`src/rtl/sramBridgePkg.sv`:
```
package sramBridgePkg;
  localparam int DATA_W = 16;
  localparam int LANE_W = 8;
  localparam int LANES  = DATA_W / LANE_W;

  typedef enum logic [1:0] {
    IDLE      = 2'd0,
    ISSUE     = 2'd1,
    WAIT_RESP = 2'd2,
    DONE      = 2'd3
  } bridgeState_t;

  // strobes from control to datapath
  typedef struct packed {
    logic latchCmd;
    logic captureData;
  } ctrlStrobes_t;
endpackage

```
`src/rtl/sramSyncBank.sv`:
```
module sramSyncBank #(
  parameter int W = 8,
  parameter int STAGES = 2,
  parameter logic [W-1:0] RST_VAL = '0
) (
  input  logic         clk,
  input  logic         rstN,
  input  logic [W-1:0] asyncIn,
  output logic [W-1:0] syncOut
);
  logic [W-1:0] stageQ [STAGES];

  always_ff @(posedge clk) begin
    if (!rstN) begin
      for (int i = 0; i < STAGES; i++) stageQ[i] <= RST_VAL;
    end else begin
      stageQ[0] <= asyncIn;
      for (int i = 1; i < STAGES; i++) stageQ[i] <= stageQ[i-1];
    end
  end

  assign syncOut = stageQ[STAGES-1];
endmodule

```
`src/rtl/sramBridgeDatapath.sv`:
```
module sramBridgeDatapath
  import sramBridgePkg::*;
#(
  parameter int ADDR_W = 8
) (
  input  logic                clk,
  input  logic                rstN,
  input  logic                sramCeN,
  input  logic                sramOeN,
  input  logic                sramWeN,
  input  logic                sramLbN,
  input  logic                sramUbN,
  input  logic [ADDR_W-1:0]   sramAddr,
  input  logic [DATA_W-1:0]   sramDin,
  output logic [DATA_W-1:0]   sramDout,
  input  ctrlStrobes_t        strobes,
  input  logic [DATA_W-1:0]   rdData,
  output logic                condActive,
  output logic                condRise,
  output logic                cmdWrite,
  output logic [ADDR_W-1:0]   cmdAddr,
  output logic [DATA_W-1:0]   wrData,
  output logic [LANES-1:0]    wrMask
);
  localparam int CTL_W  = 3 + LANES;
  localparam int BUS_W  = CTL_W + ADDR_W + DATA_W;
  localparam logic [BUS_W-1:0] BUS_RST = {{CTL_W{1'b1}}, {(ADDR_W + DATA_W){1'b0}}};

  logic [BUS_W-1:0]  busSync;
  logic              ceS, oeS, weS;
  logic [LANES-1:0]  laneNS;
  logic [ADDR_W-1:0] addrS;
  logic [DATA_W-1:0] dinS;
  logic              rdCond, wrCond, anyLane, condPrev;

  sramSyncBank #(.W(BUS_W), .STAGES(2), .RST_VAL(BUS_RST)) uSync (
    .clk(clk), .rstN(rstN),
    .asyncIn({sramCeN, sramOeN, sramWeN, sramUbN, sramLbN, sramAddr, sramDin}),
    .syncOut(busSync)
  );

  assign {ceS, oeS, weS, laneNS, addrS, dinS} = busSync;

  assign anyLane    = ~&laneNS;
  assign rdCond     = !ceS && !oeS &&  weS && anyLane;
  assign wrCond     = !ceS && !weS &&  oeS && anyLane;
  assign condActive = rdCond || wrCond;
  assign condRise   = condActive && !condPrev;

  always_ff @(posedge clk) begin
    if (!rstN) begin
      condPrev <= 1'b0;
      cmdWrite <= 1'b0;
      cmdAddr  <= '0;
      wrData   <= '0;
      wrMask   <= '1;
      sramDout <= '0;
    end else begin
      condPrev <= condActive;
      if (strobes.latchCmd) begin
        cmdWrite <= wrCond;
        cmdAddr  <= addrS;
        wrData   <= dinS;
        wrMask   <= laneNS;
      end
      if (strobes.captureData) sramDout <= rdData;
    end
  end

  // captured word shows on the bus one clock later
  p_capture_r11: assert property (@(posedge clk) disable iff (!rstN)
    strobes.captureData |=> sramDout == $past(rdData));
  // read register only moves on a capture
  p_hold_dout_r9: assert property (@(posedge clk) disable iff (!rstN)
    !strobes.captureData |=> $stable(sramDout));
  // latched write carries the synchronized word
  p_write_latch_r3: assert property (@(posedge clk) disable iff (!rstN)
    (strobes.latchCmd && wrCond) |=> cmdWrite && wrData == $past(dinS));
endmodule

```
`src/rtl/sramBridgeControl.sv`:
```
module sramBridgeControl
  import sramBridgePkg::*;
(
  input  logic          clk,
  input  logic          rstN,
  input  logic          initDone,
  input  logic          condActive,
  input  logic          condRise,
  input  logic          cmdWrite,
  input  logic          cmdReady,
  input  logic          rdValid,
  output logic          cmdValid,
  output ctrlStrobes_t  strobes
);
  bridgeState_t stateQ, stateD;

  always_comb begin
    stateD  = stateQ;
    strobes = '0;
    unique case (stateQ)
      IDLE: if (condRise && initDone) begin
        strobes.latchCmd = 1'b1;
        stateD = ISSUE;
      end
      ISSUE: if (cmdReady) stateD = cmdWrite ? DONE : WAIT_RESP;
      WAIT_RESP: if (rdValid) begin
        strobes.captureData = 1'b1;
        stateD = DONE;
      end
      DONE: if (!condActive) stateD = IDLE;
      default: stateD = IDLE;
    endcase
  end

  always_ff @(posedge clk) begin
    if (!rstN) stateQ <= IDLE;
    else       stateQ <= stateD;
  end

  assign cmdValid = (stateQ == ISSUE);

  // command held until accepted
  p_valid_hold_r10: assert property (@(posedge clk) disable iff (!rstN)
    (cmdValid && !cmdReady) |=> cmdValid);
  // one beat per accepted command
  p_single_cmd_r7: assert property (@(posedge clk) disable iff (!rstN)
    (cmdValid && cmdReady) |=> !cmdValid);
  // a command only follows a cycle with init complete
  p_init_gate_r8: assert property (@(posedge clk) disable iff (!rstN)
    $rose(cmdValid) |-> $past(initDone));
  p_strobe_excl_r11: assert property (@(posedge clk) disable iff (!rstN)
    $onehot0({strobes.latchCmd, strobes.captureData}));
endmodule

```
`src/rtl/sramBridge.sv`:
```
module sramBridge
  import sramBridgePkg::*;
#(
  parameter int ADDR_W = 8
) (
  input  logic              clk,
  input  logic              rstN,
  input  logic              sramCeN,
  input  logic              sramOeN,
  input  logic              sramWeN,
  input  logic              sramLbN,
  input  logic              sramUbN,
  input  logic [ADDR_W-1:0] sramAddr,
  input  logic [15:0]       sramDin,
  output logic [15:0]       sramDout,
  input  logic              memInitDone,
  output logic              memCmdValid,
  input  logic              memCmdReady,
  output logic              memCmdWrite,
  output logic [ADDR_W-1:0] memCmdAddr,
  output logic [15:0]       memWrData,
  output logic [1:0]        memWrMask,
  input  logic              memRdValid,
  input  logic [15:0]       memRdData
);
  ctrlStrobes_t strobes;
  logic condActive, condRise;

  sramBridgeDatapath #(.ADDR_W(ADDR_W)) uData (
    .clk(clk), .rstN(rstN),
    .sramCeN(sramCeN), .sramOeN(sramOeN), .sramWeN(sramWeN),
    .sramLbN(sramLbN), .sramUbN(sramUbN),
    .sramAddr(sramAddr), .sramDin(sramDin), .sramDout(sramDout),
    .strobes(strobes), .rdData(memRdData),
    .condActive(condActive), .condRise(condRise),
    .cmdWrite(memCmdWrite), .cmdAddr(memCmdAddr),
    .wrData(memWrData), .wrMask(memWrMask)
  );

  sramBridgeControl uCtrl (
    .clk(clk), .rstN(rstN),
    .initDone(memInitDone),
    .condActive(condActive), .condRise(condRise),
    .cmdWrite(memCmdWrite), .cmdReady(memCmdReady),
    .rdValid(memRdValid),
    .cmdValid(memCmdValid), .strobes(strobes)
  );

  // address stable while waiting
  p_addr_stable_r10: assert property (@(posedge clk) disable iff (!rstN)
    (memCmdValid && !memCmdReady) |=> $stable(memCmdAddr));
endmodule

```
`config.mk`:
```
export PLATFORM = sky130hd
export DESIGN_NAME = sramBridge
export DESIGN_NICKNAME = d
export VERILOG_FILES = /design/src/rtl/sramBridgePkg.sv /design/src/rtl/sramSyncBank.sv /design/src/rtl/sramBridgeDatapath.sv /design/src/rtl/sramBridgeControl.sv /design/src/rtl/sramBridge.sv
export SDC_FILE = /design/constraint.sdc
export NUM_CORES = 1
export LEC_CHECK = 0
export BUFFER_PORTS_ARGS = -buffer_cell sky130_fd_sc_hd__buf_4
export CAP_MARGIN = 30
export CORE_MARGIN = 3
export CORE_UTILIZATION = 54
export CTS_BUF_LIST = sky130_fd_sc_hd__clkbuf_8
export CTS_CLUSTER_DIAMETER = 40
export DETAILED_ROUTE_END_ITERATION = 8
export PLACE_DENSITY = 0.88
export SYNTH_ARGS = -nofsm -noshare
export SYNTH_HDL_FRONTEND = slang
export SYNTH_SLANG_ARGS = --single-unit
```
`constraint.sdc`:
```
create_clock -name clk -period 2.2 [get_ports clk]
set_clock_uncertainty 0.1 [all_clocks]
set_input_delay 0.11 -clock clk [delete_from_list [all_inputs] [get_ports clk]]
set_output_delay 0.11 -clock clk [all_outputs]
set_load 0.02 [all_outputs]
```
==> impl_summary.txt <==
----------------------------------------------------
[Floorplan]
  DIE WIDTH ... 86.8 um
  Starting density of the core ... 57.5%
  Total Die Area ... 7540 um2
  Count of pins on the block boundary ... 94
  Die boundary height ... 86.8 um
  Core region area ... 6130 um2
  Std cell rows ... 28

[Clocking]
  Maximum buffer depth of the clock tree ... 2
  CTS clock-pin slew for the worst setup and hold paths ... 0.10 ns
  Clock sink count ... 104
  Clock latency on the worst-skew pair ... 0.35 ns
  Cts repair resizes ... 0
  TritonCTS clock tree ... done
  Number of buffers inserted during clock tree synthesis ... 9
  CTS Root Buffer Type ... sky130_fd_sc_hd__clkbuf_8
  CTS H-tree lvls ... 3

[Logic synthesis]
  Number of warnings issued by yosys ... 0
  Fraction of the yosys area taken by sequential cells ... 59.0%
  Mean area per synthesized cell ... 10.5 um2
  Register bit count reported by yosys ... 104
  Total nets after synthesis ... 391
  Cell Area, Synth ... 3530 um2
  Number of distinct standard cells referenced by the synthesized netlist ... 30
  Synth Instances ... 337

[Run]
  Max-cap violations ... 0

[Global routing]
  Via count of the first global-routing pass ... 2712
  Pin count of the biggest net entering global routing ... 106
  Aggregate global-route resource usage ... 21.3%
  Wire length of the first global-routing pass ... 12500 um
  Initial antenna violation count ... 0
  Sum of overflow across all layers after global routing ... 0

[Timing]
  Max_slew headroom ... 48.7%
  Total negative slack for setup checks ... 0 ns
  Min setup slack post-route ... 0.350 ns
  Post-route clock period utilization ... 84.1%
  Setup repair after global routing missed its margin ... false
  Final hold violation count ... 0
  Number of setup violations in the final report ... 0
  Period minus WS final ... 1.85 ns
  Final Slew Violations ... 0
  Actual slew at the worst max-slew pin ... 0.770 ns
  Upper clock frequency limit ... 541 MHz

[Power and ir drop]
  Peak supply drop ... 0.627 mV
  Leakage power total ... 2.02 nW
  Pwr/cell area ... 696 nW/um2

[Detailed routing]
  Number of search-and-repair iterations in the first detailed-routing pass ... 4
  Total length of routed wires ... 7500 um
  Detailed-route DRC error count ... 0
  Wirelength per Cell ... 13.7 um
  Remaining antenna violation count after routing ... 0
  Routed vias/inst ... 4.77
  Routed vias ... 2616
  Number of design-rule violations left by the first detailed-router iteration ... 106

[Critical path]
  CP startpoint kind ... flip-flop
  Worst EP arrival ... 1.99 ns
  Critical Path End Type ... flip-flop
  Critical setup path kind ... reg2reg
  Crit Path Max Fanout ... 27
  Data required time at the worst endpoint ... 2.34 ns

[Final layout]
  Post-synthesis to final-layout area growth ... 38.3%
  Filler cells ... 386
  Total area of multi-input combinational cells ... 1330 um2
  Final cell area excluding filler cells ... 4880 um2
  Number of antenna diodes ... 0
  Layout cell share with drive strength beyond 1 ... 30.2%
  Area occupied by registers ... 2080 um2
  Layout net count ... 522

[Placed design]
  Area after DPL ... 4230 um2
  Setup slack at placement ... 0.375 ns
  Half-perimeter wire length of the detailed placement result ... 4510 um
  RD Place Congestion ... 0.727
  Number of buffers inserted by port buffering ... 93

[Outcome]
  Run status ... finished clean

[Min path]
  Type of the most critical hold path ... in2reg

----------------------------------------------------
[per-layer routing]
layer  part of all wire (%)  global-route usage [%]  vias to the layer above
met2                     55                    39.1                       71
met1                     38                    22.9                     1196
met5                      0                       0                        -
li1                       -                       -                     1332
met4                    2.2                    7.08                        0
met3                    4.3                    6.84                       17
[layout make-up]
class	count	share of cell area, %
Sequential cell	104	42.7
Clock inverter	5	0.949
Multi-Input combinational cell	211	27.2
Timing Repair Buffer	139	24.0
Clock buffer	11	3.10
Tap cell	75	1.92
Inverter	3	0.231
[state kept, by name (all words and copies together), names as in the netlist]
name / flops
uData.cmdAddr: 8
uData.wrData: 16
uData.wrMask: 2
uData.uSync.stageQ: 58
uData.sramDout: 16
uData.cmdWrite: 1
uCtrl.stateQ: 2
uData.condPrev: 1
[report_power, final]
group	total [mW]	internal, mW	switching (mW)
sequential	1.96	1.94	0.0236
combinational	0.299	0.186	0.113
clock	1.13	0.494	0.640
[cells by family after synthesis]
kind of cell | share of synthesized area (%)
buffers and inverters | 3.41
DFF | 59.0
xor gates and xnor gates | 0.461
and+or+nand+nor | 22.8
AOI/OAI and AO/OA | 12.6
adders and majority gates | 1.42
muxes | 0.284
[worst max-delay path, stage by stage (launching register included)]
cell and delay [ns]:
sky130_fd_sc_hd__dfxtp_1 0.39, sky130_fd_sc_hd__xor2_2 0.24, sky130_fd_sc_hd__nand4_2 0.61, sky130_fd_sc_hd__nand2_1 0.31
sky130_fd_sc_hd__a21boi_2 0.09
[path summary, 6_finish.rpt]
kind	from	endpoint	slack [ns]	cells past startpoint
setup / recovery	uData.uSync.stageQ[0][56]	uData.wrData[12]	0.35	4
hold / removal	rstN	uData.wrMask[0]	0.20	2
setup reg to reg	uData.uSync.stageQ[0][56]	uData.wrData[12]	0.35	4
hold reg to reg	uData.uSync.stageQ[0][26]	uData.uSync.stageQ[0][55]	0.32	1
[synth_stat cells]
cell                          n  area, um2
sky130_fd_sc_hd__buf_2        2       10.0
sky130_fd_sc_hd__a2111oi_4    1       27.5
sky130_fd_sc_hd__a31oi_1      1       6.26
sky130_fd_sc_hd__nand4_2      1       12.5
sky130_fd_sc_hd__buf_6        1       11.3
sky130_fd_sc_hd__a211o_1      1       8.76
sky130_fd_sc_hd__clkbuf_1    14       52.6
sky130_fd_sc_hd__o221a_1      1       11.3
sky130_fd_sc_hd__a21boi_2    18        203
sky130_fd_sc_hd__ha_1         4       50.1
sky130_fd_sc_hd__nand2_2     10       62.6
sky130_fd_sc_hd__and2_1      49        307
sky130_fd_sc_hd__a21boi_0    17        128
sky130_fd_sc_hd__and4_1       1       8.76
sky130_fd_sc_hd__inv_1        3       11.3
sky130_fd_sc_hd__a21boi_1     6       45.0
sky130_fd_sc_hd__nor2b_1      3       18.8
sky130_fd_sc_hd__dfxtp_1    104       2080
sky130_fd_sc_hd__nand4b_1     1       8.76
sky130_fd_sc_hd__a21oi_2      1       8.76
sky130_fd_sc_hd__o211ai_1     1       7.51
sky130_fd_sc_hd__nand2b_1    10       62.6
sky130_fd_sc_hd__buf_12       1       20.0
sky130_fd_sc_hd__and2_4       1       8.76
sky130_fd_sc_hd__nand2_1     78        293
sky130_fd_sc_hd__buf_8        1       15.0
sky130_fd_sc_hd__nand3_1      3       15.0
sky130_fd_sc_hd__mux2i_1      1       10.0
sky130_fd_sc_hd__and3_1       1       6.26
sky130_fd_sc_hd__xor2_2       1       16.3
[timing repair]
item	4_1_cts	5_1_grt
buffers inserted	0	0
hold endpoints to repair	45	0
endpoints found under the setup margin	0	0
hold buffers	45	0
[cells in the final DEF, fill, tap and decap left out]
cell type                         n
sky130_fd_sc_hd__dfxtp_1        104
sky130_fd_sc_hd__buf_4           93
sky130_fd_sc_hd__nand2_1         78
sky130_fd_sc_hd__and2_1          49
sky130_fd_sc_hd__dlygate4sd3_1   45
sky130_fd_sc_hd__a21boi_2        18
sky130_fd_sc_hd__a21boi_0        17
sky130_fd_sc_hd__clkbuf_8        11
sky130_fd_sc_hd__nand2b_1        10
sky130_fd_sc_hd__nand2_2         10
sky130_fd_sc_hd__a21boi_1         6
sky130_fd_sc_hd__ha_1             4
sky130_fd_sc_hd__inv_1            3
sky130_fd_sc_hd__nor2b_1          3
sky130_fd_sc_hd__nand3_1          3
sky130_fd_sc_hd__clkinv_4         2
sky130_fd_sc_hd__inv_6            2
sky130_fd_sc_hd__a21oi_2          1
sky130_fd_sc_hd__xor2_2           1
sky130_fd_sc_hd__and2_4           1
sky130_fd_sc_hd__a31oi_1          1
sky130_fd_sc_hd__a2111oi_4        1
sky130_fd_sc_hd__o211ai_1         1
sky130_fd_sc_hd__a211o_1          1
sky130_fd_sc_hd__o221a_1          1
sky130_fd_sc_hd__nand4_2          1
sky130_fd_sc_hd__and4_1           1
sky130_fd_sc_hd__nand4b_1         1
sky130_fd_sc_hd__and3_1           1
sky130_fd_sc_hd__mux2i_1          1
sky130_fd_sc_hd__inv_8            1
sky130_fd_sc_hd__buf_12           1
[stage by stage]
step / cells / hold WS, ns / total power [mW] / utilization, %
4_1_cts: 548 / 0.182 / 3.42 / 79.6
2_1_floorplan: 337 / 0.111 / 2.14 / -
5_1_grt: 548 / 0.234 / 3.53 / 79.6
3_3_place_gp: 487 / 0.198 / 2.22 / 69.0
6_report: 548 / 0.199 / 3.39 / 79.6
3_5_place_dp: 487 / 0.199 / 2.24 / 69.0
No activity file was read; power rests on OpenSTA's default activity.
